### config.mk
export PLATFORM = sky130hd
export DESIGN_NAME = event_state_updater
export DESIGN_NICKNAME = d
export VERILOG_FILES = /design/src/rtl/sru_pkg.sv /design/src/rtl/sru_prio_pick.sv /design/src/rtl/sru_state_alu.sv /design/src/rtl/event_state_updater.sv
export SDC_FILE = /design/constraint.sdc
export NUM_CORES = 1
export LEC_CHECK = 0
export BUFFER_PORTS_ARGS = -buffer_cell sky130_fd_sc_hd__buf_2
export CORE_MARGIN = 8
export CORE_UTILIZATION = 46
export DETAILED_ROUTE_END_ITERATION = 16
export GPL_TIMING_DRIVEN = 0
export PLACE_DENSITY = 0.95
export SYNTH_ARGS = -nofsm -noshare
export SYNTH_HDL_FRONTEND = slang
export SYNTH_SLANG_ARGS = --single-unit
### constraint.sdc
create_clock -name clk -period 4.1 [get_ports clk]
set_clock_uncertainty 0.1 [all_clocks]
set_input_delay 0.82 -clock clk [delete_from_list [all_inputs] [get_ports clk]]
set_output_delay 0.82 -clock clk [all_outputs]
set_load 0.02 [all_outputs]
### src/rtl/sru_pkg.sv
package sru_pkg;
  localparam int unsigned SRU_STATE_W = 5;

  typedef enum logic {
    SRU_MODE_ADD  = 1'b0,
    SRU_MODE_LOAD = 1'b1
  } sru_mode_e;
endpackage

### src/rtl/sru_prio_pick.sv
// Highest-index fired event wins.
module sru_prio_pick #(
  parameter int unsigned NUM_EVT = 16,
  localparam int unsigned IDX_W = (NUM_EVT > 1) ? $clog2(NUM_EVT) : 1
) (
  input  logic [NUM_EVT-1:0] fire,
  output logic               any_fire,
  output logic [IDX_W-1:0]   pick_idx
);
  always_comb begin
    any_fire = 1'b0;
    pick_idx = '0;
    for (int i = 0; i < NUM_EVT; i++) begin
      if (fire[i]) begin
        any_fire = 1'b1;
        pick_idx = IDX_W'(i);
      end
    end
  end
endmodule

### src/rtl/sru_state_alu.sv
// Load or wrap-around add of an operand into the state.
module sru_state_alu
  import sru_pkg::*;
#(
  parameter int unsigned STATE_W = SRU_STATE_W
) (
  input  logic [STATE_W-1:0] cur_state,
  input  logic [STATE_W-1:0] operand,
  input  sru_mode_e          mode,
  output logic [STATE_W-1:0] new_state
);
  logic [STATE_W-1:0] sum;

  always_comb begin
    sum = cur_state + operand;
    unique case (mode)
      SRU_MODE_LOAD: new_state = operand;
      default:       new_state = sum;
    endcase
  end
endmodule

### src/rtl/event_state_updater.sv
module event_state_updater
  import sru_pkg::*;
#(
  parameter int unsigned NUM_EVT = 16,
  parameter int unsigned STATE_W = SRU_STATE_W,
  localparam int unsigned IDX_W = (NUM_EVT > 1) ? $clog2(NUM_EVT) : 1
) (
  input  logic                       clk,
  input  logic                       rst_n,
  input  logic [NUM_EVT-1:0]         evt_fire,
  input  logic [NUM_EVT*STATE_W-1:0] evt_operand,
  input  logic [NUM_EVT-1:0]         evt_load,
  output logic [STATE_W-1:0]         state_q,
  output logic                       win_valid,
  output logic [IDX_W-1:0]           win_idx
);
  logic [STATE_W-1:0] opnd_arr [NUM_EVT];
  logic               any_fire;
  logic [IDX_W-1:0]   sel_idx;
  logic [STATE_W-1:0] sel_opnd;
  sru_mode_e          sel_mode;
  logic [STATE_W-1:0] alu_out;
  logic               state_en;
  logic [STATE_W-1:0] state_d;
  logic               valid_d;
  logic [IDX_W-1:0]   idx_d;

  for (genvar g = 0; g < NUM_EVT; g++) begin : g_unpack
    assign opnd_arr[g] = evt_operand[g*STATE_W +: STATE_W];
  end

  sru_prio_pick #(.NUM_EVT(NUM_EVT)) u_pick (
    .fire     (evt_fire),
    .any_fire (any_fire),
    .pick_idx (sel_idx)
  );

  assign sel_opnd = opnd_arr[sel_idx];
  assign sel_mode = sru_mode_e'(evt_load[sel_idx]);

  sru_state_alu #(.STATE_W(STATE_W)) u_alu (
    .cur_state (state_q),
    .operand   (sel_opnd),
    .mode      (sel_mode),
    .new_state (alu_out)
  );

  // next-state
  always_comb begin
    state_en = any_fire;
    state_d  = alu_out;
    valid_d  = any_fire;
    idx_d    = any_fire ? sel_idx : win_idx;
  end

  // registers
  always_ff @(posedge clk or negedge rst_n) begin
    if (!rst_n) begin
      state_q   <= '0;
      win_valid <= 1'b0;
      win_idx   <= '0;
    end else begin
      if (state_en) begin
        state_q <= state_d;
        win_idx <= idx_d;
      end
      win_valid <= valid_d;
    end
  end

  // idle cycle holds the state and clears the valid flag
  a_r2_idle_hold: assert property (@(posedge clk) disable iff (!rst_n)
    !(|evt_fire) |=> ($stable(state_q) && !win_valid));

  // load by the winner
  a_r3_load_value: assert property (@(posedge clk) disable iff (!rst_n)
    ((|evt_fire) && evt_load[sel_idx]) |=> (state_q == $past(sel_opnd)));

  // wrapped add by the winner
  a_r4_wrap_add: assert property (@(posedge clk) disable iff (!rst_n)
    ((|evt_fire) && !evt_load[sel_idx]) |=>
      (state_q == STATE_W'($past(state_q) + $past(sel_opnd))));

  // add of zero leaves state alone
  a_r5_zero_add: assert property (@(posedge clk) disable iff (!rst_n)
    ((|evt_fire) && !evt_load[sel_idx] && (sel_opnd == '0)) |=> $stable(state_q));

  // the picked index is the top fired bit
  a_r6_top_pick: assert property (@(posedge clk) disable iff (!rst_n)
    (|evt_fire) |-> ((evt_fire >> sel_idx) == NUM_EVT'(1)));

  // debug pair follows a fired cycle
  a_r7_debug_report: assert property (@(posedge clk) disable iff (!rst_n)
    (|evt_fire) |=> (win_valid && (win_idx == $past(sel_idx))));
endmodule

==> metrics.txt <==
most common cell after layout, fill and taps aside=buf_2; RSZ-0062 raised after global routing=yes; critical path type=primary input to flip-flop; H-tree depth=1; top cell type's share of synthesized area=between 40% and 50%; Design Power=between 700 and 800 µW; Slowest cell on crit path=or4_4; GRT overflow=0; ys async rst share=100%; Final Hold Fails=0; cell mode on critical path=mux2i_1; first-pass GRT wire length=slightly above 10000 µm; die width=79.6 µm; Bufs on Longest Clock Path=2; yosys warns=0; IO buf count=about 120; vias per cell=approximately 5.7; Register Area=approximately 250 µm²; share of cells above drive strength 1=46.9%; TritonCTS clock tree=done; # clock sinks=10; Netlist cell types=between 50 and 60; Clock Tree Root=clkbuf_8; initial core utilization=a little under half; crit end category=flip-flop; Pwr per Cell Area=about 270 mW/mm²; ANT nets after route=0; Synthesized Nets=320; largest net degree at the start of global routing=16; area of the core=approximately 0.0039 mm²; post-synthesis cell count=200; initial antenna violation count=0; Initial DRC Count=just under 60; DRT Pass-1 Iters=4; status=completed; top cells by area, synth=mux2i_1, dfrtp_1, ha_1; worst min-delay path category=primary input to async pin; detailed placement HPWL=~5500 µm; Core Rows=23; WL/cell=17.8 µm; synthesized cell area=approximately 0.0019 mm²; Max Clk Rate=between 200 and 300 MHz; Max Cap Violations=0; Max stage delay on crit path=roughly 430 ps; Crit Path Max Fanout=15; cell accounting for the most synthesized area=mux2i_1; Worst IR Drop VDD=0.275 mV; Die ar.=about 0.0063 mm²; Area Overhead vs Synth=44.6%; final critical-path share of the clock period=97.0%; syn avg cell area=approximately 9.3 µm²; R2R setup slack=2040 ps; leak pwr=roughly 0.0016 µW; number of global-route vias before repair=roughly 2400; Final nets=around 450; GPL Wtd Cong=0.882; Top delay family on crit path=compound AO/OA/AOI/OAI gates; Critical Path AT=between 4000 and 5000 ps; fin. max-slew vios=0; DRC viols=0; ANT cells=0; EDFF count, synth=0; gr usage total=approximately a fifth; critical path buffer and inverter count=3; Die Ht=between 70 and 80 µm; worst-margin pin slew=~700 ps; Synth Register Bits=10; Tmin final=roughly 4000 ps; highest-count cells in the layout ignoring fill and taps=buf_2, mux2i_1, nor2_1, nand2_1, dfrtp_1; worst path cell trace=buf_2 -> nor2b_4 -> or4_4 -> o31a_1 -> buf_12 -> buf_12 -> mux2i_1 -> mux2i_1 -> mux2i_1 -> ha_2 -> fa_2 -> a21o_1 -> a21oi_4 -> nor2_1 -> o2111ai_1 -> o211ai_1 -> a211oi_1; final core occ=around 68%; Worst-path clk slew=50 ps; IO Count=124; CTS hold repair buffers=0; worst skew pair latency=230 ps; Slew headroom=a little over half; total CTS buffers=3; DR vias=about 2100; final setup fails=0; register area share after synthesis=13.5%; Critical Path Start Type=primary input; routed wire length=6690 µm; Worst EP required=roughly 4100 ps; Most used DFF post-synth=dfrtp_1; footprint of the multi-input gates=about 0.0016 mm²; fill count=around 320
-- routing by layer --
metal | up-vias | GRT usage (%) | wire [µm]
met5 | - | 0 | 0
met4 | 0 | 5.37 | 127
met3 | 16 | 5.29 | 401
met2 | 74 | 38.9 | 3780
met1 | 1015 | 19.0 | 2380
li1 | 1030 | - | -
-- worst register-to-register path, stage by stage, from the launching register on --
cell       delay [ps]
dfrtp_1           400
ha_2              220
fa_2              380
a21o_1            220
a21oi_4           200
nor2_1             60
o2111ai_1          90
o211ai_1          120
a211oi_1          190
-- report_power, final --
part / switching [µW] / total [µW] / internal (µW)
Clock: 39.6 / 124 / 84.5
Sequential: 29.6 / 155 / 125
Combinational: 236 / 459 / 223
-- timing repair --
action                                  in CTS  in global routing
setup buffers                                0                  1
endpoints found under the setup margin       1                  1
resized for setup                            6                 15
pin swaps                                    1                  3
-- flip-flops by register name, summed over array words and instances, names as in the netlist --
signal     count
state_q        5
win_idx        4
win_valid      1
-- final timing paths --
kind                                   startpoint                      to  cells after the start
min reg2reg                win_idx[1]$_DFFE_PN0P_  win_idx[1]$_DFFE_PN0P_                      2
max in group asynchronous                   rst_n  win_idx[1]$_DFFE_PN0P_                      1
max                                  evt_fire[13]  state_q[4]$_DFFE_PN0P_                     17
min in group clk           win_idx[1]$_DFFE_PN0P_  win_idx[1]$_DFFE_PN0P_                      2
max reg2reg                state_q[0]$_DFFE_PN0P_  state_q[4]$_DFFE_PN0P_                      8
min                                         rst_n  state_q[3]$_DFFE_PN0P_                      1
-- cells in the mapped netlist (2+ instances only) --
| master | n |
|---|---|
| a21o_1 | 7 |
| nand4_1 | 2 |
| nand2_1 | 10 |
| a2111oi_0 | 2 |
| nor3_1 | 2 |
| buf_1 | 2 |
| o2111ai_1 | 3 |
| a211o_1 | 2 |
| or3_1 | 2 |
| dfrtp_1 | 10 |
| xnor2_1 | 2 |
| mux2i_1 | 78 |
| nor4_1 | 3 |
| clkbuf_1 | 2 |
| or4_4 | 3 |
| a31oi_1 | 4 |
| nor2_1 | 11 |
| nand3_1 | 2 |
| o21ai_0 | 4 |
| nor2b_1 | 2 |
| buf_2 | 5 |
| inv_1 | 4 |
| ha_1 | 5 |
| a21oi_1 | 3 |
| o211ai_1 | 3 |
| o31ai_1 | 2 |
-- area by class of cell --
cell class	instances	area share (%)
repair buffers	124	23.2
well taps	50	2.33
inverters	4	0.558
clock buffers	4	2.05
plain buffers	9	3.72
multi-input cells	175	58.9
flip-flops and latches	10	9.31
-- stage by stage --
| stage | area [µm²] | setup TNS (ps) | cells | setup slack (ps) | hold WS (ps) |
|---|---|---|---|---|---|
| 3_3_place_gp | 2540 | -508 | 373 | -453 | 358 |
| 5_1_grt | 2690 | -32.3 | 376 | -32.3 | 341 |
| 3_5_place_dp | 2540 | -715 | 373 | -556 | 362 |
| 4_1_cts | 2620 | 0 | 375 | 29.5 | 335 |
| 6_report | 2690 | 0 | 376 | 124 | 332 |
| 2_1_floorplan | 1870 | 0 | 200 | 4.37 | 424 |
-- logic make-up after synthesis --
| kind of cell | synth area share [%] |
|---|---|
| and+or+nand+nor | 13.1 |
| adders and majority gates | 4.44 |
| buffers and inverters | 3.97 |
| DFF | 13.5 |
| muxes | 44.6 |
| AOI/OAI and AO/OA | 19.5 |
| xor gates and xnor gates | 0.942 |
No activity file was read; power rests on OpenSTA's default activity.
